--- src/rtl/uart_fifo_pair.sv ---
module uart_fifo_pair #(
  parameter int DEPTH = 16
) (
  input  logic        clk,
  input  logic        rst_n,
  input  logic        cfg_fifo_en,
  input  logic [2:0]  cfg_tx_lvl,
  input  logic [2:0]  cfg_rx_lvl,
  input  logic        cfg_test_mode,
  input  logic        host_tx_wr,
  input  logic [7:0]  host_tx_data,
  input  logic        ser_tx_pop,
  output logic [7:0]  ser_tx_data,
  input  logic        ser_active,
  input  logic        des_rx_push,
  input  logic [7:0]  des_rx_data,
  input  logic [2:0]  des_rx_err,
  input  logic        host_rx_rd,
  output logic [11:0] host_rx_entry,
  input  logic        tst_wr,
  input  logic [11:0] tst_wdata,
  input  logic        tst_rd,
  output logic [7:0]  tst_rdata,
  output logic        flag_tx_empty,
  output logic        flag_tx_full,
  output logic        flag_rx_empty,
  output logic        flag_rx_full,
  output logic        flag_busy,
  output logic        irq_tx,
  output logic        irq_rx
);
  localparam int AW = $clog2(DEPTH);
  localparam int CW = AW + 1;
  localparam int TW = CW + 2;

  function automatic logic [2:0] quarters(input logic [2:0] code);
    return (code == 3'd1 || code == 3'd2 || code == 3'd3) ? code : 3'd2;
  endfunction

  logic [CW-1:0] cap;
  assign cap = cfg_fifo_en ? CW'(DEPTH) : CW'(1);

  // transmit side
  logic [7:0]    tx_mem [DEPTH];
  logic [AW-1:0] tx_rd, tx_wr;
  logic [CW-1:0] tx_cnt;
  logic          tx_pop_req, tx_do_pop, tx_do_push;
  logic [7:0]    tx_head;

  assign flag_tx_empty = (tx_cnt == '0);
  assign flag_tx_full  = (tx_cnt >= cap);
  assign tx_pop_req    = cfg_test_mode ? tst_rd : ser_tx_pop;
  assign tx_do_pop     = tx_pop_req && !flag_tx_empty;
  assign tx_do_push    = host_tx_wr && (!flag_tx_full || tx_do_pop);
  assign tx_head       = flag_tx_empty ? 8'h00 : tx_mem[tx_rd];
  assign ser_tx_data   = tx_head;
  assign tst_rdata     = cfg_test_mode ? tx_head : 8'h00;
  assign flag_busy     = !flag_tx_empty || ser_active;

  always_ff @(posedge clk) begin
    if (tx_do_push) tx_mem[tx_wr] <= host_tx_data;
  end

  always_ff @(posedge clk or negedge rst_n) begin
    if (!rst_n) begin
      tx_rd  <= '0;
      tx_wr  <= '0;
      tx_cnt <= '0;
    end else begin
      if (tx_do_push) tx_wr <= tx_wr + AW'(1);
      if (tx_do_pop)  tx_rd <= tx_rd + AW'(1);
      tx_cnt <= tx_cnt + CW'(tx_do_push) - CW'(tx_do_pop);
    end
  end

  // receive side
  logic [11:0]   rx_mem [DEPTH];
  logic [AW-1:0] rx_rd, rx_wr;
  logic [CW-1:0] rx_cnt;
  logic          rx_push_req, rx_do_pop, rx_do_push, rx_ovr;
  logic [11:0]   rx_push_data;

  assign flag_rx_empty = (rx_cnt == '0);
  assign flag_rx_full  = (rx_cnt >= cap);
  assign rx_push_req   = cfg_test_mode ? tst_wr : des_rx_push;
  assign rx_push_data  = cfg_test_mode ? tst_wdata : {1'b0, des_rx_err, des_rx_data};
  assign rx_do_pop     = host_rx_rd && !flag_rx_empty;
  assign rx_do_push    = rx_push_req && (!flag_rx_full || rx_do_pop);
  assign rx_ovr        = rx_push_req && flag_rx_full && !rx_do_pop;
  assign host_rx_entry = flag_rx_empty ? 12'h000 : rx_mem[rx_rd];

  always_ff @(posedge clk) begin
    if (rx_do_push)  rx_mem[rx_wr] <= rx_push_data;
    else if (rx_ovr) rx_mem[rx_wr - AW'(1)][11] <= 1'b1;
  end

  always_ff @(posedge clk or negedge rst_n) begin
    if (!rst_n) begin
      rx_rd  <= '0;
      rx_wr  <= '0;
      rx_cnt <= '0;
    end else begin
      if (rx_do_push) rx_wr <= rx_wr + AW'(1);
      if (rx_do_pop)  rx_rd <= rx_rd + AW'(1);
      rx_cnt <= rx_cnt + CW'(rx_do_push) - CW'(rx_do_pop);
    end
  end

  // watermarks, compared at four times the occupancy
  logic [TW-1:0] tx_thr, rx_thr;
  assign tx_thr = TW'(quarters(cfg_tx_lvl)) * TW'(cap);
  assign rx_thr = TW'(quarters(cfg_rx_lvl)) * TW'(cap);
  assign irq_tx = ({tx_cnt, 2'b00} <= tx_thr);
  assign irq_rx = ({rx_cnt, 2'b00} >= rx_thr);

  AST_RX_IRQ_QUIET: assert property (@(posedge clk) disable iff (!rst_n)
    flag_rx_empty |-> !irq_rx);
  AST_TX_IRQ_WHEN_EMPTY: assert property (@(posedge clk) disable iff (!rst_n)
    flag_tx_empty |-> irq_tx);
  AST_TX_NO_OVERFLOW: assert property (@(posedge clk) disable iff (!rst_n)
    (flag_tx_full && host_tx_wr && !tx_pop_req) |=> (tx_cnt == $past(tx_cnt)));
  AST_RX_OVERRUN_HOLDS: assert property (@(posedge clk) disable iff (!rst_n)
    (flag_rx_full && rx_push_req && !host_rx_rd) |=> flag_rx_full);
  AST_EMPTY_POP_NOP: assert property (@(posedge clk) disable iff (!rst_n)
    (flag_rx_empty && host_rx_rd && !rx_push_req) |=> flag_rx_empty);
  AST_TEST_OFF_INERT: assert property (@(posedge clk) disable iff (!rst_n)
    (!cfg_test_mode && tst_wr && !des_rx_push && !host_rx_rd) |=> $stable(rx_cnt));
  AST_BUSY_PENDING: assert property (@(posedge clk) disable iff (!rst_n)
    !flag_tx_empty |-> flag_busy);
endmodule

--- config.mk ---
export PLATFORM = sky130hd
export DESIGN_NAME = uart_fifo_pair
export DESIGN_NICKNAME = d
export VERILOG_FILES = /design/src/rtl/uart_fifo_pair.sv
export SDC_FILE = /design/constraint.sdc
export NUM_CORES = 1
export LEC_CHECK = 0
export ABC_AREA = 1
export BUFFER_PORTS_ARGS = -buffer_cell sky130_fd_sc_hd__buf_2
export CELL_PAD_IN_SITES_DETAIL_PLACEMENT = 1
export CELL_PAD_IN_SITES_GLOBAL_PLACEMENT = 1
export CORE_MARGIN = 8
export CORE_UTILIZATION = 45
export CTS_CLUSTER_SIZE = 24
export DETAILED_ROUTE_END_ITERATION = 16
export GPL_TIMING_DRIVEN = 0
export PLACE_DENSITY = 0.85
export SLEW_MARGIN = 0
export SYNTH_ARGS = -nofsm -noshare
export SYNTH_HDL_FRONTEND = slang
export SYNTH_SLANG_ARGS = --single-unit
--- constraint.sdc ---
create_clock -name clk -period 3 [get_ports clk]
set_clock_uncertainty 0.2 [all_clocks]
set_input_delay 0 -clock clk [delete_from_list [all_inputs] [get_ports clk]]
set_output_delay 0 -clock clk [all_outputs]
set_load 0.03 [all_outputs]
=== Yosys cells after proc, flatten, opt, wreduce, memory -nomap -nowiden ===
Memories as Yosys holds them, arrays and structs flattened.
Index checks and enable logic that the tools add are counted.

* Register bits: 26
* Bits in writable memories: 320
* Output and inout port bits: 35
* Input port bits: 48
* Latch bits: 0
* Logic and storage cells: 69
* Memories: 2
* ROM bits: 0

{| class="wikitable"
|+ Memory list
! name !! words !! bits a word !! read ports !! clocked after Yosys merged registers in !! wr ports !! RTL line !! RTL
|-
| rx_mem || 16 || 12 || 1 || 0 || 1 || 77 || <nowiki>logic [11:0] rx_mem [DEPTH];</nowiki>
|-
| tx_mem || 16 || 8 || 1 || 0 || 1 || 44 || <nowiki>logic [7:0] tx_mem [DEPTH];</nowiki>
|}

* Divide/modulo/power cells: 0
* Order comparisons: 4
* Reductions and logical operators: 21
* Bitwise operators: 0
* Add/sub/neg operators: 9
* Multiplexer cells: 19
* Multiply operators: 2
* Equal/unequal tests: 6
* Shifts and indexed selects: 0

{| class="wikitable"
|+ Operators by type and width
! kind !! number
|-
| 12-bit 2-to-1 mux || 3
|-
| 4-bit by 1-bit adder with 4-bit output (second input constant) || 4
|-
| 8-bit 2-to-1 mux || 2
|-
| 3-bit by 5-bit multiplier with 7-bit output || 2
|-
| 3-bit by 2-bit equality test with 1-bit output (second input constant) || 4
|-
| 12-bit OR reduction || 1
|-
| 5-bit by 1-bit adder with 5-bit output || 2
|-
| 5-bit greater-or-equal comparator || 2
|-
| 5-bit logical NOT || 2
|-
| 5-bit by 1-bit subtractor with 5-bit output || 2
|-
| 1-bit 2-to-1 mux || 9
|-
| 7-bit greater-or-equal comparator || 1
|-
| 7-bit less-or-equal comparator || 1
|-
| 1-bit logical OR || 7
|-
| 3-bit by 1-bit equality test with 1-bit output (second input constant) || 2
|-
| 1-bit logical AND || 6
|-
| 3-bit 2-to-1 mux || 2
|-
| 1-bit logical NOT || 5
|-
| 5-bit 2-to-1 mux || 1
|-
| 4-bit 2-to-1 mux || 1
|-
| 4-bit by 1-bit subtractor with 4-bit output (second input constant) || 1
|-
| 2-bit 2-to-1 mux || 1
|}

=== Logic depth before layout (Yosys ltp) ===
Gate-level depths: netlist (run 1).

* Word-level depth: 10
* Mapped depth: 16
* Gate-level depth less buffers: 16

=== Worst setup path after synthesis (run 1) ===
Ideal clock, no wire load.

* Path type: flip-flop to flip-flop
* From: reg rx_cnt[4]
* To: mem rx_mem[8][0], enable pin
* Data arrival time: 2.332 ns
* Data required time: 2.407 ns
* Clock period less this slack: 2.925 ns
* Setup slack: 0.075 ns
* Stages on the path, launching flop included: 12
* Path buffers: 0
* Setup time: 0.393 ns
* Cells stage by stage: dfrtp_1 ha_1 nand2_1 nor2_1 nor2_2 nand2_4 nand3_4 nand2_1 nand2_2 inv_1 nand2_2 nor3_1

* Elaborated cells between the ends (all ways): 18
* Classes of those cells: order compare (1); mux (7); reduce/logical (10)

{| class="wikitable"
|+ RTL lines
! what !! RTL line !! RTL
|-
| from (decl) || 79 || <nowiki>logic [CW-1:0] rx_cnt;</nowiki>
|-
| from (signal assigned) || 105 || <nowiki>rx_cnt <= rx_cnt + CW'(rx_do_push) - CW'(rx_do_pop);</nowiki>
|-
| 5-bit greater-or-equal comparator * || 84 || <nowiki>assign flag_rx_full = (rx_cnt >= cap);</nowiki>
|-
| named net flag_rx_full || 27 || <nowiki>output logic flag_rx_full,</nowiki>
|-
| 1-bit logical AND or 1-bit logical NOT (tied branches) || 89, 88 ||
|-
| 1-bit logical AND or 1-bit logical OR (tied branches) || 89, 88 ||
|-
| 1-bit 2-to-1 mux or 1-bit logical AND (tied branches) || 94, 88 ||
|-
| 1-bit 2-to-1 mux || 93 || <nowiki>if (rx_do_push) rx_mem[rx_wr] <= rx_push_data;</nowiki>
|-
| 1-bit 2-to-1 mux (implied by the code) || 94 || <nowiki>else if (rx_ovr) rx_mem[rx_wr - AW'(1)][11] <= 1'b1;</nowiki>
|-
| 12-bit OR reduction (no source line) || -- ||
|-
| 4-bit 2-to-1 mux (no source line) or 2-bit 2-to-1 mux (tied branches) || -- ||
|-
| to (decl) || 77 ||
|}

Mark *: on every way through the listed nets, which the timed path passes. The rest lies on a longest branch.

=== Worst setup path in the final report (run 1) ===
* From: in ser_tx_pop
* To: mem tx_mem[9][4], enable pin

* Longest elaborated chain between the ends: 6

{| class="wikitable"
|+ RTL lines
! what !! RTL line !! RTL
|-
| from (decl) || 12 || <nowiki>input logic ser_tx_pop,</nowiki>
|-
| 1-bit 2-to-1 mux || 52 || <nowiki>assign tx_pop_req = cfg_test_mode ? tst_rd : ser_tx_pop;</nowiki>
|-
| 1-bit logical AND || 53 || <nowiki>assign tx_do_pop = tx_pop_req && !flag_tx_empty;</nowiki>
|-
| 1-bit logical OR || 54 || <nowiki>assign tx_do_push = host_tx_wr && (!flag_tx_full || tx_do_pop);</nowiki>
|-
| 1-bit logical AND || 54 ||
|-
| 1-bit 2-to-1 mux || 61 || <nowiki>if (tx_do_push) tx_mem[tx_wr] <= host_tx_data;</nowiki>
|-
| 1-bit 2-to-1 mux (implied by the code) || 61 ||
|-
| to (decl) || 44 ||
|}

No other way between the ends.

==> results of run 1 <==
==> area by class of cell <==
class	instances	area, um2	area share [%]
antenna	1	2.502	0.01399
inverter	67	266.5	1.490
sequential	346	10260	57.37
buffer	71	367.9	2.057
timing repair buffer	128	888.4	4.966
clock buffer	44	994.7	5.561
multi-input combinational	787	4308	24.08
clock inverter	25	237.7	1.329
tap	448	560.5	3.134
==> Yosys cell counts (2+ instances only) <==
master / n / area [um2]
a21oi_1: 21 / 105.1
buf_2: 9 / 45.04
buf_4: 8 / 60.06
buf_6: 3 / 33.78
clkbuf_1: 50 / 187.7
clkinv_1: 2 / 7.510
dfrtp_1: 26 / 650.6
edfxtp_1: 320 / 9609
fa_1: 2 / 40.04
ha_1: 32 / 400.4
inv_1: 58 / 217.7
inv_2: 6 / 22.52
nand2_1: 132 / 495.5
nand2_2: 9 / 56.30
nand2_4: 3 / 33.78
nand3_1: 60 / 300.3
nand3b_1: 2 / 15.01
nand4_1: 6 / 37.54
nor2_1: 221 / 829.6
nor2_2: 2 / 12.51
nor3_1: 14 / 70.07
nor3_2: 2 / 20.02
nor4_1: 2 / 12.51
o21ai_0: 167 / 835.8
o21ai_1: 2 / 10.01
o221ai_1: 48 / 420.4
o22ai_1: 32 / 200.2
xnor2_1: 2 / 17.52
xor2_1: 18 / 157.7
==> cell usage in the layout (no fill, tap or decap), types with 5 or more instances in the layout <==
| cell | count |
|---|---|
| nor2_1 | 203 |
| clkinv_2 | 8 |
| edfxtp_1 | 320 |
| nor3_1 | 8 |
| clkbuf_2 | 22 |
| nor2_4 | 8 |
| nand2_1 | 132 |
| nand3_1 | 60 |
| inv_1 | 53 |
| nor2_2 | 12 |
| clkinv_1 | 11 |
| o221ai_1 | 48 |
| dlygate4sd3_1 | 21 |
| dfrtp_1 | 25 |
| xor2_1 | 18 |
| clkbuf_16 | 39 |
| nand2_2 | 8 |
| buf_2 | 89 |
| nand4_1 | 6 |
| nor3_2 | 6 |
| clkbuf_1 | 32 |
| buf_6 | 8 |
| ha_1 | 30 |
| buf_4 | 24 |
| a21oi_1 | 21 |
| buf_12 | 5 |
| inv_2 | 8 |
| o22ai_1 | 32 |
| o21ai_0 | 165 |
==> power by group <==
part	internal [mW]	total [mW]	switching [mW]	leakage, nW
registers	5.94	6.27	0.334	3.20
clock network	2.74	4.69	1.95	0.605
logic	2.33	8.50	6.16	2.73
==> registers in the layout (all words and copies together) (netlist names) <==
signal,count
rx_cnt,5
tx_cnt,5
rx_rd,4
tx_rd,4
tx_mem,128
rx_mem,192
rx_wr,4
tx_wr,4
==> metal layers <==
metal / vias up / GRT usage [%] / part of all wire, %
met2: 587 / 44.60 / 52
met1: 5801 / 28.51 / 36
met5: - / 0 / 0
met3: 164 / 3.756 / 6.7
met4: 0 / 12.19 / 5.1
li1: 4919 / - / -
==> final timing paths <==
path | slack, ns | from | to
min in group asynchronous | 0.29 | rst_n | tx_wr[2]
hold reg to reg | 0.39 | tx_wr[0] | tx_wr[0]
max in group asynchronous | 2.10 | rst_n | rx_cnt[4]
setup reg to reg | -0.05 | tx_cnt[2] | tx_mem[9][4]
hold / removal | 0.09 | des_rx_data[6] | rx_mem[8][6]
setup / recovery | -0.07 | ser_tx_pop | tx_mem[9][4]
==> what timing repair did <==
| action | CTS | global route |
|---|---|---|
| pin swaps | 5 | 5 |
| gates resized for setup | 32 | 51 |
| buffers inserted | 10 | 8 |
| endpoints found under the setup margin | 183 | 335 |
| hold endpoints to repair | 181 | 11 |
| hold buffers | 20 | 2 |
==> cells by family after synthesis <==
group                      count (synthesis)
AOI/OAI and AO/OA                        275
adders and majority gates                 34
and+or+nand+nor                          456
xor gates and xnor gates                  20
DFF                                      346
other                                      1
buffers and inverters                    139
==> stage by stage <==
step / util [%] / power (mW)
3_3_place_gp: 48.14 / 13.55
3_5_place_dp: 48.41 / 14.16
6_report: 53.88 / 19.46
2_1_floorplan: - / 11.20
5_1_grt: 53.88 / 20.17
4_1_cts: 53.33 / 19.03
==> worst max-delay path, stage by stage <==
cell	delay, ns
dlygate4sd3_1	0.55
buf_2	0.12
nor2_1	0.03
dlygate4sd3_1	0.55
nor2_1	0.25
nand2_4	0.15
a21boi_2	0.20
buf_6	0.12
buf_4	0.13
nand2_1	0.17
nor2_1	0.72
==> reports/results.txt, run 1 <==
number of global-route vias before repair = 12,390
Die H = 198.6 um
Die Wd = 198.6 um
FFs w/ async S/R, synth = 7.514%
dpl cell area = 16,070 um2
minimum clock period after layout = 3.068 ns
fillers = 3,495
routed len/inst = 26.25 um
Starting Density = 45.21%
final setup vio count = 18
largest net degree at the start of global routing = 27
largest family of logic cells by synthesized area = simple AND/OR/NAND/NOR gates
gr usage total = 24.78%
cell row count = 67
ANT nets after route = 0
CTS Sinks = 346
Cells after Synth = 1,271
port bufs = 82
Hold/Removal Path Class = in -> reg
drt initial violations = 1,015
DR pass1 iterations = 5
post-synthesis sequential area ratio = 68.37%
Via Count = 11,470
initial antenna violation count = 1
Yosys warnings = 0
P_leak = 6.543 nW
Peak supply drop = 1289 uV
Ports = 83
fin crit share = 102.3%
mapped cell area = 15,010 um2
clk slew on worst S/H paths = 0.06 ns
Top FF cell, synth = edfxtp_1
vias per cell = 5.984
CP Data Arrival Time = 3.01 ns
pre-CTS setup slack = -0.4319 ns
Min Hold Slack = 0.08667 ns
Final nets = 1,521
Synth Register Bits = 346
RSZ-0062 raised after global routing = yes
slew margin rel. = 41.42%
final hold vios = 0
Placed Cells incl. Taps = 1,808
detailed placement HPWL = 32.66 mm
Distinct cells, synth = 41
Post-Synth Simple-Gate Area = 12.77%
f_max = 325.9 MHz
clk root buf = clkbuf_16
layout cells sized above 1 = 18.26%
Slew @ Worst Pin = 0.8754 ns
Hold Path Depth = 5
GP Congestion = 0.8802
pwr/cell area = 1088 nW/um2
H-tree Lvls = 2
worst setup margin = -0.06820 ns
Slew Viols, Final = 0
WP data required = 2.94 ns
grt total ovfl = 0
final instance area = 17,890 um2
largest buffer count on any clock path = 3
violated checks = setup timing
post-synthesis mux area share = 0%
Synth Area in Compound Gates = 10.81%
Post-Synth XOR/XNOR Area = 1.167%
clock buffer count from CTS = 38
critical path class = in -> reg
Post-synth EDFFs = 320
Post-Layout Cell Count = 1,917
syn avg cell area = 11.81 um2
DRC = 0
status = finished with violations
die area = 39,450 um2
WL final = 50.31 mm
Layout area overhead = 19.19%
Critical Path Fanout Max = 8
max cap viols = 0
core area = 33,200 um2
TNS Setup = -0.5329 ns
TritonCTS clock tree = done
CP endpoint kind = register
Startpoint Class = primary input
cells on worst reg2reg path = 11
Synth Area in Adders = 2.935%
first-pass GRT wire length = 73.75 mm
Clock Latency Late Sink = 0.54 ns
Note: power is estimated with default switching activity, not from simulation.
==> run 2: changes to the inputs <==
SKIP_CTS_REPAIR_TIMING = 1   (was unset)
==> reports/results.txt, run 2 (synthesis results as in run 1) <==
status = finished with violations
violated checks = hold timing, setup timing
critical path launch point = rx_rd[0]
CP Data Arrival Time = 2.84 ns (-0.17 ns)
Ports = 83 (unchanged)
TritonCTS clock tree = done
Starting Density = 45.21% (unchanged)
WL final = 51.02 mm (+1.4%)
port bufs = 82 (unchanged)
Final nets = 1,529 (+0.53%)
max reg flops = 192 (unchanged)
drt initial violations = 998 (-1.7%)
Peak supply drop = 1295 uV (+0.44%)
H-tree Lvls = 2 (unchanged)
vias per cell = 6.030 (+0.77%)
detailed placement HPWL = 32.66 mm (unchanged)
Via Count = 11,610 (+1.2%)
biggest regs = rx_mem x192, tx_mem x128
most common cell after layout, fill and taps aside = edfxtp_1
Min Hold Slack = -0.03036 ns (-0.1170 ns)
largest net degree at the start of global routing = 27 (unchanged)
first-pass GRT wire length = 71.56 mm (-3.0%)
ANT nets after route = 0 (unchanged)
final hold vios = 4 (+4)
layout cells sized above 1 = 18.77% (+0.51 points)
Critical Path Fanout Max = 10 (+2)
commonest non-fill, non-tap cells in the layout = 320 x edfxtp_1, 213 x nor2_1, 165 x o21ai_0
core area = 33,200 um2 (unchanged)
clk slew on worst S/H paths = 0.07 ns (about the same)
routed len/inst = 26.50 um (+0.99%)
fin crit share = 101.3% (-0.97 points)
largest buffer count on any clock path = 3 (unchanged)
max cap viols = 0 (unchanged)
register with the most flip-flops = rx_mem
Hold/Removal Path Class = in -> reg
slew margin rel. = 38.89% (-2.5 points)
Slew @ Worst Pin = 0.9133 ns (+0.03794 ns)
Tot Pwr = 19.65 mW (+0.99%)
CP endpoint kind = output port
critical path class = reg -> out
f_max = 329.0 MHz (+0.95%)
GP Congestion = 0.8802 (unchanged)
clock buffer count from CTS = 38 (unchanged)
minimum clock period after layout = 3.039 ns (-0.02902 ns)
die area = 39,450 um2 (unchanged)
Clock Latency Late Sink = 0.55 ns (about the same)
CTS Sinks = 346 (unchanged)
DRC = 0 (unchanged)
Worst R2R Start = tx_cnt[3]
initial antenna violation count = 1 (unchanged)
pwr/cell area = 1092 nW/um2 (+0.34%)
grt total ovfl = 0 (unchanged)
Worst Hold Launch = des_rx_push
WP data required = 2.80 ns (-0.14 ns)
number of global-route vias before repair = 12,120 (-2.1%)
Layout area overhead = 19.96%
final instance area = 18,000 um2 (+0.64%)
worst setup margin = -0.03918 ns (+0.02902 ns)
P_leak = 6.597 nW (+0.83%)
RSZ-0062 raised after global routing = yes
DR pass1 iterations = 5 (unchanged)
Startpoint Class = register
Die Wd = 198.6 um (unchanged)
final setup vio count = 7 (-11)
Slew Viols, Final = 0 (unchanged)
dpl cell area = 16,070 um2 (unchanged)
gr usage total = 24.07% (-0.71 points)
cell row count = 67 (unchanged)
clk root buf = clkbuf_16
Die H = 198.6 um (unchanged)
[run 2: cell count changes in the layout (fill, tap and decap cells not counted), sizes merged]
cell         before  now
dlygate4sd3      21   18
clkinv           19   18
inv              65   66
buf             127  138
[run 2: report_power, final]
group / switching [mW] / internal (mW) / leakage (nW)
Clock: 1.99 / 2.74 / 0.605
Combinational: 6.24 / 2.41 / 2.79
Sequential: 0.340 / 5.94 / 3.20
Total: 8.57 / 11.1 / 6.60
[run 2: path summary, 6_finish.rpt]
kind | endpoint | slack [ns] | cells past startpoint
min in group asynchronous | tx_rd[0] | 0.31 | 4
max in group asynchronous | rx_rd[2] | 2.09 | 4
max | host_rx_entry[2] | -0.04 | 8
min | rx_mem[7][11] | -0.03 | 5
max reg2reg | tx_mem[9][4] | -0.02 | 10
min reg2reg | tx_wr[0] | 0.38 | 1
[run 2: worst max-delay path, cell delays in order (launching register included)]
cell,delay [ns]
dfrtp_1,0.36
buf_4,0.17
buf_2,0.26
buf_2,0.33
nor2_1,0.09
o221ai_1,0.33
nand3_1,0.23
a21oi_1,0.26
buf_2,0.25
[run 2: metal layers]
metal  track usage (%)  up-vias  wire, um
met4             10.62        0      2672
met1             27.71     5868     18110
met3             3.705      174      4036
met5                 0        -         0
met2             43.82      637     26200
li1                  -     4928         -
[run 2: stage by stage]
stage / worst slack, ns / TNS (ns) / cells / util (%)
final: -0.03918 / -0.1943 / 1925 / 54.23
after global placement: -0.8817 / -69.73 / 1802 / 48.14
after CTS: -0.4898 / -49.32 / 1877 / 52.13
after detailed placement: -0.4319 / -40.71 / 1808 / 48.41
after floorplan: 0.07499 / 0 / 1272 / -
after global routing: -0.1409 / -7.487 / 1925 / 54.23
[run 2: area by class of cell]
class / count / area (um2)
Fill cell: 3490 / 15190
Sequential cell: 346 / 10260
Multi-Input combinational cell: 787 / 4312
Timing Repair Buffer: 136 / 1003
Clock buffer: 44 / 994.7
Tap cell: 448 / 560.5
Buffer: 71 / 364.1
Inverter: 67 / 265.3
Clock inverter: 25 / 237.7
Antenna cell: 1 / 2.502
==> run 3: changes to the inputs <==
SETUP_SLACK_MARGIN = 0.5   (was unset)
==> reports/results.txt, run 3 (synthesis results as in run 1) <==
status = finished with violations
violated checks = hold timing, setup timing
ANT cells = 0 (-1)
vias per cell = 6.290 (+4.3%)
clock buffer count from CTS = 38 (unchanged)
final hold vios = 21 (+17)
clk root buf = clkbuf_16
Layout area overhead = 29.36%
WP data required = 2.80 ns (about the same)
Post-Layout Cell Count = 1,977 (+2.7%)
H-tree Lvls = 2 (unchanged)
f_max = 329.1 MHz (about the same)
minimum clock period after layout = 3.039 ns (-0.0005043 ns)
register with the most flip-flops = rx_mem
most common cell after layout, fill and taps aside = edfxtp_1
Min Hold Slack = -0.03658 ns (-0.006215 ns)
cell row count = 67 (unchanged)
Final nets = 1,582 (+3.5%)
drt initial violations = 1,501 (+50%)
Critical Path Fanout Max = 10 (unchanged)
Via Count = 12,440 (+7.1%)
biggest regs = rx_mem x192, tx_mem x128
P_leak = 7.109 nW (+7.8%)
DRC = 0 (unchanged)
Worst R2R Start = tx_cnt[0]
TritonCTS clock tree = done
Placed Cells incl. Taps = 1,802 (-0.33%)
largest buffer count on any clock path = 3 (unchanged)
critical path class = reg -> out
largest net degree at the start of global routing = 27 (unchanged)
initial antenna violation count = 0 (-1)
register-to-register setup slack = 0.07 ns (+0.09 ns)
CP Data Arrival Time = 2.84 ns (about the same)
fin crit share = 101.3% (about the same)
worst setup margin = -0.03867 ns (+0.0005043 ns)
WL final = 59.15 mm (+16%)
Starting Density = 45.21% (unchanged)
Hold/Removal Path Class = in -> reg
grt total ovfl = 0 (unchanged)
cells on worst reg2reg path = 16 (+6)
gr usage total = 24.05% (about the same)
CTS Sinks = 346 (unchanged)
RSZ-0062 raised after global routing = yes
GP Congestion = 0.9157 (+4.0%)
Worst Hold Launch = des_rx_data[4]
Peak supply drop = 659.7 uV (-49%)
Slew Viols, Final = 0 (unchanged)
number of global-route vias before repair = 11,880 (-2.0%)
Slew @ Worst Pin = 0.8988 ns (-0.01458 ns)
CP endpoint kind = output port
die area = 39,450 um2 (unchanged)
Worst R2R End = tx_cnt[4]
port bufs = 82 (unchanged)
Startpoint Class = register
Core Util, Final = 58.48% (+4.2 points)
Hold Path Depth = 6 (+1)
ANT nets after route = 0 (unchanged)
slew margin rel. = 39.86% (+0.98 points)
clk slew on worst S/H paths = 0.06 ns (about the same)
core area = 33,200 um2 (unchanged)
detailed placement HPWL = 31.84 mm (-2.5%)
Hold Path Sink = rx_mem[13][4]
DR pass1 iterations = 6 (+1)
pwr/cell area = 1114 nW/um2 (+2.0%)
routed len/inst = 29.92 um (+13%)
final setup vio count = 1 (-6)
Clock Latency Late Sink = 0.54 ns (about the same)
first-pass GRT wire length = 72.11 mm (+0.77%)
Ports = 83 (unchanged)
Die H = 198.6 um (unchanged)
TNS Setup = -0.03867 ns (+0.1557 ns)
layout cells sized above 1 = 28.25% (+9.5 points)
commonest non-fill, non-tap cells in the layout = 320 x edfxtp_1, 195 x nor2_1, 162 x o21ai_0
Die Wd = 198.6 um (unchanged)
max reg flops = 192 (unchanged)
max cap viols = 0 (unchanged)
==> run 3: where the power goes <==
part           switching [mW]  internal [mW]  leakage (nW)
clock network            2.03           2.52         0.565
logic                    7.32           3.46          3.34
registers               0.360           5.94          3.20
total                    9.71           11.9          7.11
==> run 3: through the flow <==
stage / setup slack (ns) / power (mW) / instance area, um2
final: -0.03867 / 21.62 / 19410
after CTS: -0.3969 / 18.60 / 17230
after global placement: -0.2829 / 13.62 / 16060
after floorplan: 0.3087 / 11.28 / 15090
after global routing: 0.001840 / 22.22 / 19410
after detailed placement: -0.3746 / 14.10 / 16060
==> run 3: worst max-delay path by stage <==
stage          cells after the start               end  slack (ns)       from
2_1_floorplan                     16         tx_cnt[4]        0.31  tx_cnt[0]
3_3_place_gp                      11      rx_mem[0][4]       -0.28  rx_cnt[1]
3_5_place_dp                      11     rx_mem[15][1]       -0.37  rx_cnt[4]
4_1_cts                           11     rx_mem[15][7]       -0.40  rx_cnt[4]
5_1_grt                           11      tst_rdata[4]       0.002   tx_rd[0]
6_report                           7  host_rx_entry[0]       -0.04   rx_rd[1]
==> run 3: layout make-up <==
class	instances	area (um2)
plain buffers	72	549.3
well taps	448	560.5
clock buffers	51	1031
multi-input cells	787	4850
clock inverters	18	133.9
repair inverters	1	7.507
inverters	67	311.5
fillers	3334	13780
flip-flops and latches	346	10260
repair buffers	187	1705
==> run 3: metal layers <==
layer	wire [um]	up-vias	share of wire [%]	global-route usage [%]
met5	0	-	0	0
met4	3626	0	6.1	10.29
met3	5902	253	10	3.536
met2	28070	899	47	39.04
met1	21560	6251	36	32.01
li1	-	5033	-	-
==> run 3: critical path: stages (launching register included) <==
cell,delay [ns]
dfrtp_2,0.47
inv_2,0.14
buf_2,0.31
o21ai_0,0.17
o221ai_1,0.33
nand3_1,0.25
a21oi_2,0.36
clkbuf_4,0.27
